## src/rtl/txmod_pkg.sv

```systemverilog
package txmod_pkg;

  typedef enum logic [1:0] {
    SRC_GPIO = 2'b00,
    SRC_SDI  = 2'b01,
    SRC_FIFO = 2'b10,
    SRC_PN9  = 2'b11
  } src_e;

  typedef enum logic [1:0] {
    CK_NONE = 2'b00,
    CK_GPIO = 2'b01,
    CK_SDO  = 2'b10,
    CK_IRQ  = 2'b11
  } ckrt_e;

  typedef struct packed {
    ckrt_e      ck;
    src_e       src;
    logic       inv;
    logic       fdev_msb;
    logic [1:0] mtype;
  } ctl_t;

  localparam logic [7:0] CTL_RST = 8'h23;

endpackage

```

## src/rtl/txmod_ctlreg.sv

```systemverilog
module txmod_ctlreg
  import txmod_pkg::*;
(
  input  logic       clk,
  input  logic       rst_n,
  input  logic       we,
  input  logic [7:0] wdata,
  output ctl_t       ctl_o
);

  always_ff @(posedge clk or negedge rst_n) begin
    if (!rst_n)  ctl_o <= ctl_t'(CTL_RST);
    else if (we) ctl_o <= ctl_t'(wdata);
  end

  AST_CTL_WRITE: assert property (@(posedge clk) disable iff (!rst_n)
    we |=> (ctl_o == ctl_t'($past(wdata))));

endmodule

```

## src/rtl/txmod_fifo_ser.sv

```systemverilog
module txmod_fifo_ser #(
  parameter int BYTE_W = 8
) (
  input  logic              clk,
  input  logic              rst_n,
  input  logic              load,
  input  logic              shift,
  input  logic [BYTE_W-1:0] din,
  output logic              bit_o,
  output logic              empty_o
);

  localparam int CNT_W = (BYTE_W > 1) ? $clog2(BYTE_W) : 1;

  logic [BYTE_W-1:0] sh_q;
  logic [CNT_W-1:0]  cnt_q;

  always_ff @(posedge clk or negedge rst_n) begin
    if (!rst_n) begin
      sh_q  <= '0;
      cnt_q <= '0;
    end else if (load) begin
      sh_q  <= din;
      cnt_q <= CNT_W'(BYTE_W - 1);
    end else if (shift) begin
      sh_q  <= sh_q << 1;
      cnt_q <= cnt_q - 1'b1;
    end
  end

  assign bit_o   = sh_q[BYTE_W-1];
  assign empty_o = (cnt_q == '0);

  AST_FIFO_NO_SHIFT_EMPTY: assert property (@(posedge clk) disable iff (!rst_n)
    shift |-> !empty_o);
  AST_FIFO_NO_DOUBLE_USE: assert property (@(posedge clk) disable iff (!rst_n)
    !(load && shift));

endmodule

```

## src/rtl/txmod_pn9.sv

```systemverilog
module txmod_pn9 #(
  parameter int PN_W   = 9,
  parameter int PN_TAP = 5
) (
  input  logic clk,
  input  logic rst_n,
  input  logic seed,
  input  logic adv,
  output logic bit_o
);

  logic [PN_W-1:0] st_q;

  function automatic logic [PN_W-1:0] pn_step(input logic [PN_W-1:0] s);
    return {s[0] ^ s[PN_TAP], s[PN_W-1:1]};
  endfunction

  always_ff @(posedge clk or negedge rst_n) begin
    if (!rst_n)    st_q <= '1;
    else if (seed) st_q <= '1;
    else if (adv)  st_q <= pn_step(st_q);
  end

  assign bit_o = st_q[0];

  AST_PN_NEVER_ZERO: assert property (@(posedge clk) disable iff (!rst_n)
    st_q != '0);

endmodule

```

## src/rtl/txmod_bitclk.sv

```systemverilog
module txmod_bitclk #(
  parameter int PER_W = 12
) (
  input  logic clk,
  input  logic rst_n,
  input  logic run,
  input  logic start,
  input  logic bnd_run,
  output logic clk_o
);

  logic [PER_W-1:0] ph_q;
  logic [PER_W-1:0] per_q;

  function automatic logic [PER_W-1:0] half_of(input logic [PER_W-1:0] p);
    return p >> 1;
  endfunction

  always_ff @(posedge clk or negedge rst_n) begin
    if (!rst_n) begin
      ph_q  <= '0;
      per_q <= '0;
    end else if (start) begin
      ph_q  <= '0;
      per_q <= '0;
    end else if (bnd_run) begin
      per_q <= ph_q + 1'b1;
      ph_q  <= '0;
    end else if (run && (ph_q != '1)) begin
      ph_q  <= ph_q + 1'b1;
    end
  end

  assign clk_o = run && (per_q != '0) && (ph_q >= half_of(per_q));

  AST_CLK_LOW_AFTER_BND: assert property (@(posedge clk) disable iff (!rst_n)
    (bnd_run && (ph_q != '0)) |=> !clk_o);
  AST_CLK_LOW_FIRST_BIT: assert property (@(posedge clk) disable iff (!rst_n)
    start |=> !clk_o);

endmodule

```

## src/rtl/txmod_src_sel.sv

```systemverilog
module txmod_src_sel
  import txmod_pkg::*;
#(
  parameter int PER_W  = 12,
  parameter int BYTE_W = 8,
  parameter int PN_W   = 9,
  parameter int PN_TAP = 5
) (
  input  logic              clk,
  input  logic              rst_n,
  input  logic              cfg_we,
  input  logic [7:0]        cfg_wdata,
  input  logic              tx_en,
  input  logic              bit_stb,
  input  logic              gpio_in,
  input  logic              sdi_in,
  input  logic              csn_in,
  input  logic [BYTE_W-1:0] fifo_data,
  output logic              fifo_pop,
  output logic              mod_data,
  output logic [1:0]        mod_type,
  output logic              fdev_msb,
  output logic              gpio_clk_o,
  output logic              sdo_clk_o,
  output logic              irq_clk_o
);

  ctl_t ctl;
  logic tx_q;
  src_e src_act;

  // named events for checking
  logic start, bnd_run, bnd;
  logic fifo_load, fifo_shift, fifo_bit, fifo_empty;
  logic pn_seed, pn_adv, pn_bit;
  logic ck_raw, sel_bit;

  txmod_ctlreg u_ctl (
    .clk(clk), .rst_n(rst_n), .we(cfg_we), .wdata(cfg_wdata), .ctl_o(ctl)
  );

  assign start   = tx_en & ~tx_q;
  assign bnd_run = tx_en & tx_q & bit_stb;
  assign bnd     = start | bnd_run;

  always_ff @(posedge clk or negedge rst_n) begin
    if (!rst_n) begin
      tx_q    <= 1'b0;
      src_act <= SRC_FIFO;
    end else begin
      tx_q <= tx_en;
      if (bnd) src_act <= ctl.src;
    end
  end

  assign fifo_load  = bnd && (ctl.src == SRC_FIFO) &&
                      (start || (src_act != SRC_FIFO) || fifo_empty);
  assign fifo_shift = bnd_run && (ctl.src == SRC_FIFO) &&
                      (src_act == SRC_FIFO) && !fifo_empty;
  assign fifo_pop   = fifo_load;

  txmod_fifo_ser #(.BYTE_W(BYTE_W)) u_fifo (
    .clk(clk), .rst_n(rst_n), .load(fifo_load), .shift(fifo_shift),
    .din(fifo_data), .bit_o(fifo_bit), .empty_o(fifo_empty)
  );

  assign pn_seed = bnd && (ctl.src == SRC_PN9) && (start || (src_act != SRC_PN9));
  assign pn_adv  = bnd_run && (ctl.src == SRC_PN9) && (src_act == SRC_PN9);

  txmod_pn9 #(.PN_W(PN_W), .PN_TAP(PN_TAP)) u_pn (
    .clk(clk), .rst_n(rst_n), .seed(pn_seed), .adv(pn_adv), .bit_o(pn_bit)
  );

  txmod_bitclk #(.PER_W(PER_W)) u_bclk (
    .clk(clk), .rst_n(rst_n), .run(tx_en), .start(start),
    .bnd_run(bnd_run), .clk_o(ck_raw)
  );

  always_comb begin
    unique case (src_act)
      SRC_GPIO: sel_bit = gpio_in;
      SRC_SDI:  sel_bit = csn_in & sdi_in;
      SRC_FIFO: sel_bit = fifo_bit;
      default:  sel_bit = pn_bit;
    endcase
  end

  assign mod_data   = tx_en & (sel_bit ^ ctl.inv);
  assign mod_type   = ctl.mtype;
  assign fdev_msb   = ctl.fdev_msb;
  assign gpio_clk_o = ck_raw & (ctl.ck == CK_GPIO);
  assign sdo_clk_o  = ck_raw & (ctl.ck == CK_SDO) & csn_in;
  assign irq_clk_o  = ck_raw & (ctl.ck == CK_IRQ);

  AST_SRC_HOLD_MIDBIT: assert property (@(posedge clk) disable iff (!rst_n)
    (tx_en && tx_q && !bit_stb) |=> $stable(src_act));
  AST_SDI_QUIET: assert property (@(posedge clk) disable iff (!rst_n)
    (tx_en && (src_act == SRC_SDI) && !csn_in) |-> (mod_data == ctl.inv));
  AST_IDLE_SILENT: assert property (@(posedge clk) disable iff (!rst_n)
    !tx_en |-> !(mod_data || gpio_clk_o || sdo_clk_o || irq_clk_o));
  AST_ONE_CLK_PIN: assert property (@(posedge clk) disable iff (!rst_n)
    $onehot0({gpio_clk_o, sdo_clk_o, irq_clk_o}));

endmodule

```

## config.mk

```make
export PLATFORM = sky130hd
export DESIGN_NAME = txmod_src_sel
export DESIGN_NICKNAME = d
export VERILOG_FILES = /design/src/rtl/txmod_pkg.sv /design/src/rtl/txmod_ctlreg.sv /design/src/rtl/txmod_fifo_ser.sv /design/src/rtl/txmod_pn9.sv /design/src/rtl/txmod_bitclk.sv /design/src/rtl/txmod_src_sel.sv
export SDC_FILE = /design/constraint.sdc
export NUM_CORES = 1
export LEC_CHECK = 0
export ABC_CLOCK_PERIOD_IN_PS = 3200
export BUFFER_PORTS_ARGS = -buffer_cell sky130_fd_sc_hd__buf_2
export CORE_MARGIN = 1.5
export CORE_UTILIZATION = 23
export CTS_CLUSTER_DIAMETER = 60
export DETAILED_ROUTE_END_ITERATION = 16
export PLACE_DENSITY = 0.35
export SLEW_MARGIN = 30
export SYNTH_ARGS = -nofsm -noshare
export SYNTH_HDL_FRONTEND = slang
export SYNTH_SLANG_ARGS = --single-unit
```

## constraint.sdc

```tcl
create_clock -name clk -period 3.2 [get_ports clk]
set_input_delay 0.16 -clock clk [delete_from_list [all_inputs] [get_ports clk]]
set_output_delay 0.16 -clock clk [all_outputs]
set_load 0.01 [all_outputs]
```

# Word-level counts from Yosys, hierarchy flattened
# Cells that the tools add are included.
# word_totals
in_bits,24
regBits,55
word_cells,74
# op_classes
bitwise_logic,13
order_cmp,1
mux,12
n_reduce_logical,23
addsub,2
n_eq_ne,11
# ops
op,count
2-to-1 mux 12 bit,5
2-to-1 mux 9 bit,2
2-to-1 mux 8 bit,2
adder 12 x 1 -> 12 bit (second input constant),1
== test 2 bit (second input constant),6
greater-or-equal comparator 12 x 11 -> 1 bit,1
logical AND 1 bit,12
inequality test 12 bit (second input constant),1
nonzero test 12 bit,1
AND 1 bit,9
2-to-1 mux 3 bit,2
nonzero test 2 bit,3
== test 2 x 1 -> 1 bit (second input constant),2
inequality test 2 bit (second input constant),2
zero test 3 bit,1
logical OR 1 bit,3
case mux 1 bit (3 select lines),1
nonzero test 3 bit,1
subtractor 3 x 1 -> 3 bit (second input constant),1
zero test 2 bit,1
bitwise XOR 1 bit,2
zero test 1 bit,1
NOT 1 bit,1
bitwise OR 1 bit,1

# Logic depth before layout (Yosys ltp)
# logic_depth
depth_word,7
mapped_depth,8
depth_no_buf,7

# Hierarchy
# A second synthesis with hierarchy kept.
# hier_totals
cells_unflattened,297
area_unflattened_um2,3115.5
# modules_own_cells
module,seq_area_each_um2,cells_per_inst,instances,area_each_um2
txmod_bitclk,600.6,170,1,1615.3
txmod_fifo_ser,275.3,51,1,531.8
txmod_pn9,236.5,30,1,381.6
txmod_ctlreg,203.9,17,1,335.3
txmod_src_sel,76.3,29,1,251.5

# Worst setup path after synthesis
# OpenSTA, ideal clock, no wires.
# synth_timing
path_kind,register to output
startpoint,register u_bclk.ph_q[7]
endpoint,output port gpio_clk_o
path_stages_with_launch,7
arrival_ps,1634
t_required_ps,3040
setup_slack_ps,1406
n_path_buf,0
path_cell_list,dfrtp_1 > ha_1 > a21oi_1 > o21ai_0 > a2111o_1 > a31oi_1 > nor4bb_1
# synth_between
elab_chain_cells,3
# synth_rtl
item,line_no,source
from (decl),txmod_bitclk.sv:12,logic [PER_W-1:0] ph_q;
from (signal assigned),txmod_bitclk.sv:30,ph_q <= ph_q + 1'b1;
greater-or-equal comparator 12 x 11 -> 1 bit,txmod_bitclk.sv:34,assign clk_o = run && (per_q != '0) && (ph_q >= half_of(per_q));
logical AND 1 bit,txmod_bitclk.sv:34,
AND 1 bit,txmod_src_sel.sv:91,assign gpio_clk_o = ck_raw & (ctl.ck == CK_GPIO);
to (decl),txmod_src_sel.sv:23,"output logic gpio_clk_o,"
# Every way passes these cells.

# Worst setup path in the final report
# Same ends and word-level chain as after synthesis.

==> summary.txt <==
Run status
  – Status: finished, final reports clean

Die
  – FP Rows: a little over 40
  – Area of the core: 12600 um^2
  – Top Ports: 32
  – DIE WIDTH: approximately 120 um
  – Die Footprint: between 10000 and 15000 um^2
  – Die span in y: between 100 and 150 um
  – Initial standard-cell utilization of the core: a little under a quarter

Yosys
  – Post-Syn Area: between 2000 and 3000 um^2
  – Syn nets: ~330
  – Post-synthesis sequential area ratio: a little under half
  – Post-synth ARST share: 100%
  – EDFF count, synth: 0
  – Warning count from the yosys run: 0
  – Biggest area contributors in the synthesized netlist: sky130_fd_sc_hd__dfrtp_1 (36%), sky130_fd_sc_hd__dfstp_2 (12%), sky130_fd_sc_hd__ha_1 (5.9%)
  – Count of mapped cells out of synthesis: about 290
  – Flip-flop cell with the highest count after synthesis: sky130_fd_sc_hd__dfrtp_1
  – Synthesized area per cell: approximately 10 um^2
  – FF+latch count, synth: 55
  – Share of the synthesized area in the top cell type: 35.5%
  – Distinct cell type count after synthesis: about 50
  – Most area-hungry cell type in the Yosys netlist: sky130_fd_sc_hd__dfrtp_1

Place
  – Placed cell areas: approximately 3300 um^2
  – Detailed placement HPWL: 5200 um
  – Placed cells: 479
  – Port Buffers: 31
  – Final estimated routing congestion in global placement: 0.698

CTS
  – Post-CTS Hold Fix Bufs: 1
  – CTS tree: yes
  – Clock Sink Count: 55
  – Clock buffer count from CTS: 5
  – Buffer type at the clock tree root: sky130_fd_sc_hd__clkbuf_16
  – Maximum count of clock buffers along a single path: 2
  – Worst-path clk slew: around 0.07 ns
  – Clock insertion delay at the later pin of the skew report: approximately 0.3 ns
  – Setup fix buffers added after clock tree synthesis: 0
  – Number of H-tree levels: 2
  – Post-CTS Resized: 0

Min path
  – Hold path endpoint: u_ctl.ctl_o[4]$_DFFE_PN0P_
  – WHS Path Cells: 2
  – Path type of the worst min-delay path: in2reg
  – Hold path startpoint: cfg_wdata[4]

Global routing
  – Total routing resource utilization after global routing: between 10% and 20%
  – Overflow after GRT: 0
  – Via count of the first global-routing pass: ~2100
  – Wire length of the first global-routing pass: roughly 11000 um
  – Pin count of the biggest net entering global routing: 32
  – Initial antenna violation count: 1

Worst setup path
  – Highest fanout seen on the critical path: 6
  – Kind of end point of the critical path: output port
  – Startpoint class of the critical path: register
  – Count of cells along the worst register-to-register path: 4
  – Critical-path top delay cell: sky130_fd_sc_hd__dfrtp_1
  – Critical Path AT: between 2 and 2.5 ns
  – Reg2Reg Setup Slack: about 1.1 ns
  – CP Data Required Time: around 3.0 ns
  – Delay contributed by the slowest stage of the critical path: about 0.47 ns
  – Worst reg2reg endpoint: u_fifo.sh_q[0]$_DFFE_PN0P_
  – Critical register-to-register path startpoint: tx_q$_DFF_PN0_
  – CP cell instances: ha_1 -> a21oi_1 -> o21ai_0 -> a2111o_1 -> a31oi_1 -> nor4bb_1 -> buf_2
  – Crit Path Class: reg2out

Drt
  – WL final: ~7000 um
  – DRT iter0 DRCs: 130
  – Remaining number of nets flagged by the antenna check after routing: 0
  – Number of iterations in the first detailed-routing pass: 4
  – Wirelength per Cell: between 10 and 15 um
  – Number of remaining DRC errors: 0
  – Vias/cell: between 4 and 5
  – Total vias in the final route: between 2000 and 2500

Power
  – Proportion of power drawn by the clock network: approximately 34%
  – Switching power total: 0.446 mW
  – Static leakage: 1.49 nW
  – Pwr per Cell Area: 486 nW/um^2
  – Power share of the sequential group: approximately half
  – Combinational group share of total power: between 10% and 20%
  – Cell-internal power: around 1.2 mW
  – Largest voltage drop on the vdd net: ~0.17 mV
  – Switching share of total power: a little over a quarter

STA
  – Worst Tran Pin Value: approximately 0.81 ns
  – Ratio of final minimum period to clock period: approximately 77%
  – Worst clock skew: 0.00424 ns
  – Max Slew Vio Count: 0
  – Final count of negative-setup-slack endpoints: 0
  – Fmax: slightly above 400 MHz
  – Final setup TNS: 0 ns
  – Count of endpoints failing hold in the final timing report: 0
  – Worst rel slew slack: a little under half
  – Unrepaired setup endpoints after global routing: false
  – Final min period: 2.48 ns

Cells and area
  – # nets final: 353
  – Layout cell share with drive strength beyond 1: 23.4%
  – Top library cells by usage in the layout, fill and taps aside: sky130_fd_sc_hd__dfrtp_1 (42), sky130_fd_sc_hd__nand2_1 (34), sky130_fd_sc_hd__buf_2 (31)
  – Final std cells w/o fill: 488
  – Leading cell type in the layout, fill and taps excluded: sky130_fd_sc_hd__dfrtp_1
  – Count of inserted antenna diode cells: 0
  – Final Cell Area: between 3000 and 4000 um^2
  – Area growth from synthesis to layout: 15.3%

Job
  – Max-cap violations: 0
[cells in the mapped netlist, drive strengths merged (7+ instances only)]
| cell | n |
|---|---|
| o22a | 9 |
| nand2 | 34 |
| xnor2 | 8 |
| ha | 14 |
| o21ai | 25 |
| buf | 7 |
| o22ai | 10 |
| mux2 | 8 |
| a21oi | 9 |
| nor2 | 18 |
| dfstp | 13 |
| mux2i | 8 |
| inv | 18 |
| clkbuf | 8 |
| nand3 | 12 |
| dfrtp | 42 |
[registers in the layout, indices dropped and copies added, names as in the netlist]
| register | flops |
|---|---|
| u_bclk.per_q | 12 |
| u_pn.st_q | 9 |
| u_fifo.cnt_q | 3 |
| tx_q | 1 |
| src_act | 2 |
| u_fifo.sh_q | 8 |
| u_ctl.ctl_o | 8 |
| u_bclk.ph_q | 12 |
[logic make-up (layout without fill, tap and decap cells)]
kind of cell	after synthesis	count (layout)	share of synthesized area, %
AOI/OAI and AO/OA	64	64	14.5
xor gates and xnor gates	13	13	3.85
adders and majority gates	14	14	5.92
buffers and inverters	33	61	5.63
DFF	55	55	47.1
muxes	17	17	6.52
and+or+nand+nor	92	92	16.5
[metal layers]
layer | part of all wire [%] | wire (um) | GRT usage, % | vias to the layer above
met1 | 49 | 3420 | 15.6 | 1048
li1 | - | - | - | 1077
met4 | 1.3 | 89 | 3.66 | 2
met2 | 46 | 3210 | 17.1 | 21
met3 | 2.9 | 202 | 2.59 | 10
met5 | 0.23 | 16 | 0 | -
[per-stage QoR]
step	hold WS [ns]	power, mW	util, %	setup WS (ns)
detailed placement	0.288	1.11	25.9	1.01
global placement	0.293	1.11	25.9	1.07
finish	0.0918	1.66	27.1	0.724
global route	0.0758	1.76	27.1	0.558
CTS	0.0817	1.70	27.1	0.668
floorplan	-0.136	1.02	-	1.41
[how the worst max path moves through the flow]
stage          slack [ns]  depth (start not counted)         end                        from
6_report             0.72                          7  gpio_clk_o  u_bclk.ph_q[7]$_DFFE_PN0P_
3_3_place_gp         1.07                          7  gpio_clk_o  u_bclk.ph_q[7]$_DFFE_PN0P_
2_1_floorplan        1.41                          6  gpio_clk_o  u_bclk.ph_q[7]$_DFFE_PN0P_
3_5_place_dp         1.01                          7  gpio_clk_o  u_bclk.ph_q[7]$_DFFE_PN0P_
4_1_cts              0.67                          7  gpio_clk_o  u_bclk.ph_q[7]$_DFFE_PN0P_
5_1_grt              0.56                          4    fifo_pop              tx_q$_DFF_PN0_
[area by class of cell]
type                            count  area (um^2)
Fill cell                        1363         9160
Multi-Input combinational cell    200         1400
Sequential cell                    55         1390
Tap cell                          172          215
Timing Repair Buffer               35          188
Clock buffer                        7          143
Inverter                           18         67.6
Clock inverter                      1         5.00
[power by group through the flow]
stage / combinational (mW) / clock (mW) / sequential [mW]
floorplan: 0.188 / 0 / 0.833
global placement: 0.260 / 0 / 0.852
detailed placement: 0.262 / 0 / 0.851
CTS: 0.265 / 0.594 / 0.838
global route: 0.296 / 0.617 / 0.850
finish: 0.256 / 0.562 / 0.837
[critical path, delay by kind of cell, from the launching register on]
| family | cells | cell delay (ns) |
|---|---|---|
| AO/OA/AOI/OAI | 4 | 0.96 |
| flip-flops | 1 | 0.47 |
| adder cells (fa/ha/maj) | 1 | 0.32 |
| buffers and inverters | 1 | 0.16 |
| AND/OR/NAND/NOR | 1 | 0.11 |
Note: power is estimated with default switching activity, not from simulation.
